## src/rtl/irq_route_pkg.sv

```systemverilog
package irq_route_pkg;

   // host bus register selects
   localparam logic [1:0] BUS_INDEX  = 2'd0;
   localparam logic [1:0] BUS_WINDOW = 2'd1;
   localparam logic [1:0] BUS_EOI    = 2'd2;

   // window slot holding the version word
   localparam logic [7:0] SLOT_VERSION = 8'd1;

   // writable low-word configuration of one redirection entry
   typedef struct packed {
      logic       mask;
      logic       trig;    // 1 = level, 0 = edge
      logic       pol;     // 1 = active low
      logic       dstm;
      logic [2:0] dmode;
      logic [7:0] vec;
   } rte_cfg_t;

   function automatic logic [31:0] pack_low(input rte_cfg_t c, input logic dstat, input logic rpend);
      return {15'd0, c.mask, c.trig, rpend, c.pol, dstat, c.dstm, c.dmode, c.vec};
   endfunction

endpackage

```

## src/rtl/irq_pick.sv

```systemverilog
module irq_pick #(
   parameter int N  = 8,
   parameter int IW = (N > 1) ? $clog2(N) : 1
) (
   input  logic [N-1:0]  req_i,
   output logic          any_o,
   output logic [IW-1:0] idx_o
);
   assign any_o = |req_i;

   generate
      if (N == 1) begin : g_single
         assign idx_o = '0;
      end else begin : g_scan
         always_comb begin
            idx_o = '0;
            for (int i = N - 1; i >= 0; i--) begin
               if (req_i[i]) idx_o = IW'(i);
            end
         end
      end
   endgenerate
endmodule

```

## src/rtl/irq_line_cell.sv

```systemverilog
module irq_line_cell
   import irq_route_pkg::*;
(
   input  logic        clk,
   input  logic        rst_n,
   input  logic        irq_i,
   input  logic        wr_lo_i,
   input  logic        wr_hi_i,
   input  logic [31:0] wdata_i,
   input  logic        eoi_i,
   input  logic [7:0]  eoi_vec_i,
   input  logic        inflight_i,
   input  logic        accept_i,
   output logic        req_o,
   output logic [7:0]  vec_o,
   output logic [7:0]  dest_o,
   output logic [31:0] lo_word_o,
   output logic [31:0] hi_word_o
);
   rte_cfg_t   cfg_q;
   logic [7:0] dest_q;
   logic       rpend_q;
   logic       edge_q;
   logic       act_q;
   logic       active;
   logic       unused_wbits;

   assign unused_wbits = ^{wdata_i[23:17], wdata_i[14], wdata_i[12]};
   assign active = irq_i ^ cfg_q.pol;

   always_ff @(posedge clk) begin
      if (!rst_n) begin
         cfg_q      <= '0;
         cfg_q.mask <= 1'b1;
         dest_q     <= '0;
         rpend_q    <= 1'b0;
         edge_q     <= 1'b0;
         act_q      <= 1'b0;
      end else begin
         act_q <= active;
         if (wr_lo_i) begin
            cfg_q.vec   <= wdata_i[7:0];
            cfg_q.dmode <= wdata_i[10:8];
            cfg_q.dstm  <= wdata_i[11];
            cfg_q.pol   <= wdata_i[13];
            cfg_q.trig  <= wdata_i[15];
            cfg_q.mask  <= wdata_i[16];
         end
         if (wr_hi_i) dest_q <= wdata_i[31:24];
         // level acceptance latches remote pending; matching EOI releases it
         if (accept_i && cfg_q.trig)
            rpend_q <= 1'b1;
         else if (eoi_i && cfg_q.trig && (eoi_vec_i == cfg_q.vec))
            rpend_q <= 1'b0;
         // edge capture, dropped while masked or in level mode
         if (cfg_q.mask || cfg_q.trig)
            edge_q <= 1'b0;
         else if (active && !act_q)
            edge_q <= 1'b1;
         else if (accept_i)
            edge_q <= 1'b0;
      end
   end

   assign req_o = !cfg_q.mask && !inflight_i &&
                  (cfg_q.trig ? (active && !rpend_q) : edge_q);
   assign vec_o     = cfg_q.vec;
   assign dest_o    = dest_q;
   assign lo_word_o = pack_low(cfg_q, inflight_i, rpend_q);
   assign hi_word_o = {dest_q, 24'd0};

   AST_MASK_BLOCKS: assert property (@(posedge clk) disable iff (!rst_n)
      $rose(inflight_i) |-> $past(cfg_q.mask) == 1'b0);
   AST_LEVEL_HOLD: assert property (@(posedge clk) disable iff (!rst_n)
      (cfg_q.trig && rpend_q) |=> !$rose(inflight_i));
   AST_EOI_RELEASE: assert property (@(posedge clk) disable iff (!rst_n)
      (eoi_i && cfg_q.trig && eoi_vec_i == cfg_q.vec && !accept_i) |=> !rpend_q);
   AST_EDGE_NO_PEND: assert property (@(posedge clk) disable iff (!rst_n)
      $rose(rpend_q) |-> ($past(cfg_q.trig) && $past(accept_i)));
endmodule

```

## src/rtl/irq_route_ctl.sv

```systemverilog
module irq_route_ctl
   import irq_route_pkg::*;
#(
   parameter int         NUM_LINES  = 8,
   parameter int         TABLE_BASE = 16,
   parameter logic [7:0] VERSION_ID = 8'h11
) (
   input  logic                 clk,
   input  logic                 rst_n,
   input  logic                 bus_sel,
   input  logic                 bus_wr,
   input  logic [1:0]           bus_addr,
   input  logic [31:0]          bus_wdata,
   output logic [31:0]          bus_rdata,
   input  logic [NUM_LINES-1:0] irq_in,
   output logic                 msg_valid,
   output logic [7:0]           msg_vector,
   output logic [7:0]           msg_dest,
   input  logic                 msg_ack
);
   localparam int LW        = (NUM_LINES > 1) ? $clog2(NUM_LINES) : 1;
   localparam int TABLE_END = TABLE_BASE + 2 * NUM_LINES;

   generate
      if (NUM_LINES < 1 || NUM_LINES > 64) begin : g_bad_lines
         $error("NUM_LINES must be 1..64");
      end
      if ((TABLE_BASE % 2) != 0 || TABLE_BASE < 2 || TABLE_END > 256) begin : g_bad_base
         $error("TABLE_BASE must be even, at least 2, and the table must fit 8-bit slots");
      end
   endgenerate

   logic [7:0]           idx_q;
   logic                 busy_q;
   logic [LW-1:0]        cur_q;
   logic [7:0]           vec_q, dest_q;
   logic                 idx_wr, win_wr, eoi_wr, in_table;
   logic [7:0]           slot_off;
   logic [NUM_LINES-1:0] req, dstat, accept, wr_lo, wr_hi;
   logic [7:0]           line_vec  [NUM_LINES];
   logic [7:0]           line_dest [NUM_LINES];
   logic [31:0]          lo_w      [NUM_LINES];
   logic [31:0]          hi_w      [NUM_LINES];
   logic                 pick_any;
   logic [LW-1:0]        pick_idx;
   logic [7:0]           pick_vec, pick_dest;

   assign idx_wr   = bus_sel && bus_wr && (bus_addr == BUS_INDEX);
   assign win_wr   = bus_sel && bus_wr && (bus_addr == BUS_WINDOW);
   assign eoi_wr   = bus_sel && bus_wr && (bus_addr == BUS_EOI);
   assign slot_off = idx_q - 8'(TABLE_BASE);
   assign in_table = ({1'b0, idx_q} >= 9'(TABLE_BASE)) && ({1'b0, idx_q} < 9'(TABLE_END));

   generate
      for (genvar i = 0; i < NUM_LINES; i++) begin : g_line
         assign wr_lo[i]  = win_wr && in_table && (slot_off[7:1] == 7'(i)) && !slot_off[0];
         assign wr_hi[i]  = win_wr && in_table && (slot_off[7:1] == 7'(i)) &&  slot_off[0];
         assign dstat[i]  = busy_q && (cur_q == LW'(i));
         assign accept[i] = dstat[i] && msg_ack;

         irq_line_cell u_cell (
            .clk        (clk),
            .rst_n      (rst_n),
            .irq_i      (irq_in[i]),
            .wr_lo_i    (wr_lo[i]),
            .wr_hi_i    (wr_hi[i]),
            .wdata_i    (bus_wdata),
            .eoi_i      (eoi_wr),
            .eoi_vec_i  (bus_wdata[7:0]),
            .inflight_i (dstat[i]),
            .accept_i   (accept[i]),
            .req_o      (req[i]),
            .vec_o      (line_vec[i]),
            .dest_o     (line_dest[i]),
            .lo_word_o  (lo_w[i]),
            .hi_word_o  (hi_w[i])
         );
      end
   endgenerate

   irq_pick #(.N(NUM_LINES), .IW(LW)) u_pick (
      .req_i (req),
      .any_o (pick_any),
      .idx_o (pick_idx)
   );

   always_comb begin
      pick_vec  = '0;
      pick_dest = '0;
      for (int i = 0; i < NUM_LINES; i++) begin
         if (pick_idx == LW'(i)) begin
            pick_vec  = line_vec[i];
            pick_dest = line_dest[i];
         end
      end
   end

   always_ff @(posedge clk) begin
      if (!rst_n) begin
         idx_q  <= '0;
         busy_q <= 1'b0;
         cur_q  <= '0;
         vec_q  <= '0;
         dest_q <= '0;
      end else begin
         if (idx_wr) idx_q <= bus_wdata[7:0];
         if (!busy_q) begin
            if (pick_any) begin
               busy_q <= 1'b1;
               cur_q  <= pick_idx;
               vec_q  <= pick_vec;
               dest_q <= pick_dest;
            end
         end else if (msg_ack) begin
            busy_q <= 1'b0;
         end
      end
   end

   always_comb begin
      bus_rdata = '0;
      case (bus_addr)
         BUS_INDEX: bus_rdata = {24'd0, idx_q};
         BUS_WINDOW: begin
            if (idx_q == SLOT_VERSION)
               bus_rdata = {8'd0, 8'(NUM_LINES), 8'd0, VERSION_ID};
            else if (in_table) begin
               for (int i = 0; i < NUM_LINES; i++) begin
                  if (slot_off[7:1] == 7'(i))
                     bus_rdata = slot_off[0] ? hi_w[i] : lo_w[i];
               end
            end
         end
         default: bus_rdata = '0;
      endcase
   end

   assign msg_valid  = busy_q;
   assign msg_vector = vec_q;
   assign msg_dest   = dest_q;

   AST_ONE_IN_FLIGHT: assert property (@(posedge clk) disable iff (!rst_n)
      $onehot0(dstat));
   AST_MSG_HOLD: assert property (@(posedge clk) disable iff (!rst_n)
      (msg_valid && !msg_ack) |=> (msg_valid && $stable(msg_vector) && $stable(msg_dest)));
   AST_ACK_GAP: assert property (@(posedge clk) disable iff (!rst_n)
      (msg_valid && msg_ack) |=> !msg_valid);
endmodule

```

## config.mk

```make
export PLATFORM = sky130hd
export DESIGN_NAME = irq_route_ctl
export DESIGN_NICKNAME = d
export VERILOG_FILES = /design/src/rtl/irq_route_pkg.sv /design/src/rtl/irq_pick.sv /design/src/rtl/irq_line_cell.sv /design/src/rtl/irq_route_ctl.sv
export SDC_FILE = /design/constraint.sdc
export NUM_CORES = 1
export LEC_CHECK = 0
export BUFFER_PORTS_ARGS = -buffer_cell sky130_fd_sc_hd__buf_2
export CAP_MARGIN = 40
export CORE_ASPECT_RATIO = 0.75
export CORE_MARGIN = 8
export CORE_UTILIZATION = 37
export DETAILED_ROUTE_END_ITERATION = 10
export GPL_TIMING_DRIVEN = 0
export PLACE_DENSITY = 0.59
export SYNTH_ARGS = -nofsm -noshare
export SYNTH_HDL_FRONTEND = slang
export SYNTH_SLANG_ARGS = --single-unit
```

## constraint.sdc

```tcl
create_clock -name clk -period 2.9 [get_ports clk]
set_input_delay 0 -clock clk [delete_from_list [all_inputs] [get_ports clk]]
set_output_delay 0 -clock clk [all_outputs]
set_load 0.01 [all_outputs]
```

==> results of run 1 <==
## logic make-up (layout without fill, tap and decap cells)
| kind of cell | Yosys count | count (layout) |
|---|---|---|
| compound gates | 359 | 359 |
| xor+xnor | 75 | 75 |
| fa+ha+maj | 3 | 3 |
| buf+inv | 141 | 312 |
| flops | 236 | 236 |
| mux | 127 | 127 |
| other cells | 1 | 6 |
| simple gates | 521 | 521 |
## final timing paths
check | from | endpoint | slack (ns)
hold reg to reg | g_line[1].u_cell.edge_q$_SDFFE_PP0P_ | g_line[1].u_cell.edge_q$_SDFFE_PP0P_ | 0.44
setup reg to reg | idx_q[0]$_SDFFE_PN0P_ | g_line[0].u_cell.lo_word_o[9]$_SDFFE_PN0P_ | -0.01
setup / recovery | idx_q[0]$_SDFFE_PN0P_ | g_line[0].u_cell.lo_word_o[9]$_SDFFE_PN0P_ | -0.01
hold / removal | bus_wr | idx_q[4]$_SDFFE_PN0P_ | 0.08
## layer usage
layer / vias to the layer above / GRT usage, % / share of wire (%)
met2: 883 / 34.61 / 39
met5: - / 0 / 0.027
li1: 5561 / - / -
met3: 154 / 9.265 / 14
met1: 6080 / 36.50 / 43
met4: 2 / 9.539 / 4.3
## registers in the layout, indices dropped and copies added (netlist names)
| name | count |
|---|---|
| msg_dest | 8 |
| g_line.u_cell.lo_word_o | 56 |
| msg_vector | 8 |
| msg_valid | 1 |
| g_line.u_cell.rpend_q | 8 |
| idx_q | 8 |
| g_line.u_cell.edge_q | 8 |
| g_line.u_cell.act_q | 8 |
| g_line.u_cell.dest_o | 64 |
| g_line.u_cell.vec_o | 64 |
| cur_q | 3 |
## stage by stage
| stage | total power [W] | util, % | setup TNS [ns] | setup slack [ns] |
|---|---|---|---|---|
| 2_1_floorplan | 0.003547 | - | 0 | 0.4312 |
| 3_3_place_gp | 0.003688 | 39.90 | -52.50 | -1.045 |
| 3_5_place_dp | 0.003692 | 40.13 | -47.64 | -0.8641 |
| 4_1_cts | 0.007477 | 44.95 | -0.04512 | -0.04512 |
| 5_1_grt | 0.007632 | 46.15 | -2.259 | -0.1266 |
| 6_report | 0.007501 | 46.15 | -0.01287 | -0.01094 |
## cell type report
class / instances / share of cell area, %
multi-input combinational: 1091 / 49.68
sequential: 236 / 29.77
timing repair buffer: 126 / 5.930
clock buffer: 38 / 4.821
buffer: 124 / 4.585
tap: 457 / 3.594
clock inverter: 10 / 1.258
inverter: 14 / 0.3618
## power by group through the flow
stage / clock [W] / combinational [W] / sequential, W
floorplan: 0 / 0.000223 / 0.00332
global placement: 0 / 0.000362 / 0.00333
detailed placement: 0 / 0.000366 / 0.00333
CTS: 0.00382 / 0.000405 / 0.00325
global route: 0.00394 / 0.000443 / 0.00325
finish: 0.00382 / 0.000426 / 0.00325
## worst max-delay path, stage by stage, from the launching register on
cell                       delay, ns
sky130_fd_sc_hd__dfxtp_1        0.29
sky130_fd_sc_hd__buf_2          0.19
sky130_fd_sc_hd__inv_1          0.26
sky130_fd_sc_hd__a31oi_4        0.20
sky130_fd_sc_hd__or3_1          0.39
sky130_fd_sc_hd__clkbuf_1       0.26
sky130_fd_sc_hd__nor3_1         0.32
sky130_fd_sc_hd__nand2_1        0.52
sky130_fd_sc_hd__nand2_1        0.23
sky130_fd_sc_hd__a21boi_0       0.11
## timing repair
item / CTS / global route
hold buffers: 27 / 0
pin swaps: 12 / 19
endpoints found under the setup margin: 163 / 135
gates cloned: 0 / 1
buffers inserted: 12 / 22
gates resized for setup: 93 / 66
hold endpoints to repair: 138 / 0
## cell usage in the layout (no fill, tap or decap), types with 39 or more instances in the layout
master,n
sky130_fd_sc_hd__a21boi_0,106
sky130_fd_sc_hd__buf_2,66
sky130_fd_sc_hd__buf_4,45
sky130_fd_sc_hd__clkbuf_1,64
sky130_fd_sc_hd__dfxtp_1,231
sky130_fd_sc_hd__mux2i_1,95
sky130_fd_sc_hd__nand2_1,261
sky130_fd_sc_hd__nor2b_1,98
sky130_fd_sc_hd__xor2_1,39
==> results.py, run 1 <==
metrics = {
    "timing": {
        "maxClockFrequency_mhz": 343.5,
        "finalHoldWorstSlack_ns": 0.08145,
        "maxSlewHeadroom_pct": 33.34,
        "hold_violations": 0,
        "setup_viol_count_final": 2,
        "timing_max_transition_violations_final": 0,
        "final.setup_skew_ns": 0.02486,
        "setup_slack_ns": -0.01094,
        "tightest_slew_ns": 1.000,
        "fin_crit_ns": 2.911,
        "layout_worst_path_cycle_share_pct": 100.4,
        "rsz0062_at_grt": "true",
    },
    "drt": {
        "drt_first_pass_iters": 6,
        "detailedRoute.firstIterationViolations": 1900,
        "dr_vias": 12680,
        "drc": 0,
        "vias_per_cell": 6.050,
        "postRouteWirelength_mm": 55.28,
        "antenna_violating_nets_post_route": 0,
        "post_drt_wl_per_cell_microns": 26.38,
    },
    "hold_path": {
        "min_delay_path_depth": 4,
        "hold_path.class": "in -> reg",
    },
    "status": {
        "violations": "setup timing",
        "status": "complete, but fails checks",
    },
    "logic_synthesis": {
        "post_synth_fa_ha_maj_area_fraction_pct": 0.2913,
        "cells_after_synth": 1463,
        "synth-edff-count": 0,
        "yosys.area.top_type_share_pct": 36.67,
        "yosysTopAreaCell": "sky130_fd_sc_hd__dfxtp_1",
        "post_synth_and_or_nand_nor_area_fraction_pct": 20.09,
        "muxShareOfSynthArea_pct": 12.28,
        "yosys.area_share.xor_xnor_pct": 5.099,
        "number_of_library_cell_types_mapped_by_synthesis": 76,
        "synth_top_cells_by_area": "sky130_fd_sc_hd__dfxtp_1 37%, sky130_fd_sc_hd__nand2_1 7.7%, sky130_fd_sc_hd__mux2i_1 7.4%",
        "synth_area_sq_mm": 0.01288,
        "synth.most_common_cell": "sky130_fd_sc_hd__nand2_1",
        "ys_seq_area_share_pct": 36.67,
        "synth.yosys.warnings": 0,
        "synthesis.area_per_instance_sq_um": 8.806,
        "synth_top_family_by_area": "compound AO/OA/AOI/OAI gates",
        "postSynth.topFlopCell": "sky130_fd_sc_hd__dfxtp_1",
        "synth.top_cells.by_count": "266 x sky130_fd_sc_hd__nand2_1, 236 x sky130_fd_sc_hd__dfxtp_1, 106 x sky130_fd_sc_hd__a21boi_0",
        "synth-compound-area-share_pct": 20.88,
        "async_reset_ff_share_pct": 0,
        "ys_seq_elements": 236,
    },
    "die": {
        "num_io_pins": 96,
        "die_w_microns": 231.5,
        "floorplan.initialDensity_pct": 37.37,
        "dieHeight_microns": 177.6,
        "core.rowCount": 59,
        "fp.coreArea_sq_mm": 0.03447,
        "floorplan.die_area_sq_mm": 0.04111,
    },
    "power": {
        "pwr-share-clk_pct": 50.9,
        "p_sw_share_pct": 23.20,
        "worst_ir_drop_vdd_v": 0.0003489,
        "power_frac_seq_pct": 43.4,
        "power.leakage_nw": 5.089,
        "p_per_area_mw_per_mm2": 471.5,
        "cellInternalPower_w": 0.005760,
        "total_switching_power_w": 0.001741,
        "power.combinational.fraction_pct": 5.7,
    },
    "setup_path": {
        "worstSetupEndpointType": "register",
        "critPathMaxFanout": 15,
        "arrival_ns": 3.34,
        "reg2regPathDepth": 9,
        "critPathRequiredTime_ns": 3.32,
        "cp-start-kind": "register",
        "criticalPathCategory": "reg -> reg",
    },
    "final_layout": {
        "area_growth_pct": 23.48,
        "stdcell_area_sq_mm": 0.01591,
        "layout_cell_share_with_drive_strength_beyond_1_pct": 18.79,
        "n_antenna_cell": 0,
        "area.sequential_sq_mm": 0.004736,
        "final_non_filler_cell_total": 2096,
        "design.final.nets": 1669,
        "fillCellCount": 3309,
        "multi_input_comb_area_sq_mm": 0.007904,
    },
    "placement": {
        "placed_cell_area_sq_mm": 0.01384,
        "gp_congestion": 1.002,
        "place.detailed.instances": 1989,
        "detailedPlacementHpwl_mm": 39.69,
        "place.port_buffers": 56,
    },
    "global_routing": {
        "grt_antenna_before_repair": 1,
        "grt_overflow": 0,
        "grt_usage_pct": 25.64,
        "pin_count_of_the_biggest_net_entering_global_routing": 16,
        "global_route_wire_length_before_repair_mm": 79.20,
        "first_global_vias": 11948,
    },
    "cts": {
        "clk_transition_reported_paths_ns": 0.06,
        "tritoncts": "built",
        "worstSkewPairLatency_ns": 0.57,
        "cts_sinks": 236,
        "cts_inserted_buffers": 26,
        "clock_tree.root_cell": "sky130_fd_sc_hd__clkbuf_16",
        "ctsLongestPathBuffers": 3,
        "clock_tree.htree_level_count": 1,
    },
    "run": {
        "max_cap_viol_count": 0,
    },
}
No activity file was read; power rests on OpenSTA's default activity.
==> run 2, diff against run 1 <==
--- a/config.mk
+++ b/config.mk
@@ -12,7 +12,6 @@
 export CORE_UTILIZATION = 37
 export DETAILED_ROUTE_END_ITERATION = 10
 export GPL_TIMING_DRIVEN = 0
-export PLACE_DENSITY = 0.59
 export SYNTH_ARGS = -nofsm -noshare
 export SYNTH_HDL_FRONTEND = slang
 export SYNTH_SLANG_ARGS = --single-unit
==> run 2 against run 1 <==
The flow still finishes with violations (setup timing). Hold slack worse by 0.072 ns. Maximum frequency rose by 0.16%. Setup slack better by 0.0046 ns. Sequential share of layout area increased by 0.17 points. Sequential power barely moved. Die area unchanged. Critical endpoint is now bus_rdata[7].
==> results.py, run 2 (synthesis gave the netlist of run 1 again) <==
metrics = {
    "global_routing": {
        "grt-busiest-layer": "met1",
        "grt_antenna_before_repair": 0,
        "first_global_vias": 11908,
        "global_route_wire_length_before_repair_mm": 79.27,
        "grt_usage_pct": 25.70,
        "grt_use_met3_pct": 9.984,
        "grt_util_met1_pct": 35.58,
        "grt_use_met2_pct": 34.14,
        "grt_overflow": 0,
        "pin_count_of_the_biggest_net_entering_global_routing": 16,
    },
    "final_layout": {
        "final_common_cell": "sky130_fd_sc_hd__nand2_1",
        "fillCellCount": 3293,
        "utilization_pct": 45.88,
        "layout_cell_share_with_drive_strength_beyond_1_pct": 18.64,
        "design.final.nets": 1669,
        "stdcell_area_sq_mm": 0.01582,
        "final_non_filler_cell_total": 2094,
        "area_growth_pct": 22.75,
        "mostFrequentLayoutCells": "259 x sky130_fd_sc_hd__nand2_1, 232 x sky130_fd_sc_hd__dfxtp_1, 106 x sky130_fd_sc_hd__a21boi_0, 98 x sky130_fd_sc_hd__nor2b_1, 95 x sky130_fd_sc_hd__mux2i_1",
    },
    "setup_path": {
        "critPathMaxFanout": 5,
        "worstSetupEndpointType": "primary output",
        "max_stage_delay_ns": 0.37,
        "criticalPathCategory": "reg -> out",
        "worst-path-stages": 13,
        "cp-start-kind": "register",
        "critPathBufInv": 5,
        "reg2regPathDepth": 7,
        "critical_path.top_delay_family": "buffers and inverters",
        "critPathRequiredTime_ns": 2.90,
        "critical-path-slowest-cell": "sky130_fd_sc_hd__dfxtp_4",
        "arrival_ns": 2.91,
        "cp_cell_instances": "inv_4 > ha_4 > xor2_4 > nor3_4 > nand2_2 > buf_6 > nor2_4 > buf_12 > clkbuf_16 > a22o_1 > a21oi_1 > o221ai_2 > buf_2",
    },
    "hold_path": {
        "hold_path.class": "in -> reg",
        "min_delay_path_depth": 3,
    },
    "cts": {
        "clock_tree.htree_level_count": 1,
        "clk_transition_reported_paths_ns": 0.07,
        "ctsLongestPathBuffers": 3,
        "tritoncts": "built",
        "clock_tree.root_cell": "sky130_fd_sc_hd__clkbuf_16",
        "cts_sinks": 236,
        "worstSkewPairLatency_ns": 0.55,
        "cts_inserted_buffers": 25,
    },
    "timing": {
        "timing_max_transition_violations_final": 0,
        "setup_slack_ns": -0.006346,
        "hold_violations": 0,
        "maxClockFrequency_mhz": 344.1,
        "finalHoldWorstSlack_ns": 0.009031,
        "tightest_slew_ns": 0.9697,
        "final.setup_skew_ns": 0.007224,
        "fin_crit_ns": 2.906,
        "rsz0062_at_grt": "true",
        "maxSlewHeadroom_pct": 35.20,
        "fin_setup_tns_ns": -0.006478,
        "setup_viol_count_final": 2,
        "layout_worst_path_cycle_share_pct": 100.2,
    },
    "power": {
        "p_sw_share_pct": 23.74,
        "worst_ir_drop_vdd_v": 0.0003789,
        "pwr-share-clk_pct": 48.6,
        "power.leakage_nw": 5.022,
        "cellInternalPower_w": 0.005462,
        "power.combinational.fraction_pct": 6.0,
        "power_frac_seq_pct": 45.4,
        "total_switching_power_w": 0.001700,
        "p_per_area_mw_per_mm2": 452.9,
    },
    "drt": {
        "detailedRoute.firstIterationViolations": 2049,
        "drt_first_pass_iters": 9,
        "antenna_violating_nets_post_route": 0,
        "postRouteWirelength_mm": 55.24,
        "post_drt_wl_per_cell_microns": 26.38,
        "vias_per_cell": 6.146,
        "dr_vias": 12869,
        "drc": 0,
    },
    "die": {
        "dieHeight_microns": 177.6,
        "die_w_microns": 231.5,
        "num_io_pins": 96,
        "fp.coreArea_sq_mm": 0.03447,
        "floorplan.die_area_sq_mm": 0.04111,
        "floorplan.initialDensity_pct": 37.37,
        "core.rowCount": 59,
    },
    "placement": {
        "gp_congestion": 1.024,
        "detailedPlacementHpwl_mm": 39.44,
        "placed_cell_area_sq_mm": 0.01383,
        "place.detailed.instances": 1989,
        "place.port_buffers": 56,
    },
    "status": {
        "violations": "setup timing",
        "status": "complete, but fails checks",
    },
    "run": {
        "max_cap_viol_count": 0,
    },
}
-- run 2: path summary, 6_finish.rpt --
path / start / slack [ns] / to
setup reg to reg: g_line[4].u_cell.lo_word_o[15]$_SDFFE_PN0P_ / 0.02 / msg_vector[4]$_SDFFE_PN0P_
hold reg to reg: g_line[1].u_cell.edge_q$_SDFFE_PP0P_ / 0.46 / g_line[1].u_cell.edge_q$_SDFFE_PP0P_
hold / removal: msg_ack / 0.009 / g_line[6].u_cell.rpend_q$_SDFFE_PN0P_
setup / recovery: idx_q[5]$_SDFFE_PN0P_ / -0.006 / bus_rdata[7]
-- run 2: layout make-up --
class                           count  area (sq um)  share of cell area, %
Clock inverter                      9         150.1                 0.9494
Antenna cell                        1         2.502                0.01582
Buffer                            124         715.7                  4.525
Timing Repair Buffer              127         958.4                  6.060
Tap cell                          457         571.8                  3.615
Clock buffer                       35         713.2                  4.509
Multi-Input combinational cell   1091          7914                  50.04
Inverter                           14         55.05                 0.3481
Sequential cell                   236          4735                  29.94
-- run 2: timing repair --
item                                   CTS  global route
resized for setup                       95            53
setup buffers                           10            24
setup endpoints to repair              149           111
cloned                                   0             1
endpoints found under the hold margin  137             0
pin swaps                               11            18
hold buffers                            26             0
-- run 2: power groups by stage --
stage          clock [W]  sequential, W  combinational [W]
2_1_floorplan          0        0.00332           0.000223
3_3_place_gp           0        0.00333           0.000361
3_5_place_dp           0        0.00333           0.000365
4_1_cts          0.00350        0.00325           0.000403
5_1_grt          0.00363        0.00325           0.000442
6_report         0.00348        0.00325           0.000428
-- run 2: tightest hold or removal path, cell delays in order --
cell and delay, ns:
sky130_fd_sc_hd__clkbuf_1 0.21, sky130_fd_sc_hd__a32oi_1 0.25, sky130_fd_sc_hd__nor2b_1 0.06
-- run 2: metal layers --
metal	wire (microns)	vias up
li1	-	5555
met1	22640	6198
met2	21630	955
met3	8300	161
met4	2667	0
met5	0	-
-- run 2: through the flow --
step           power [W]  worst slack (ns)
2_1_floorplan   0.003547            0.4312
5_1_grt         0.007321          -0.06544
3_3_place_gp    0.003686            -1.075
4_1_cts         0.007151         -0.009425
3_5_place_dp    0.003690           -0.9197
6_report        0.007163         -0.006346
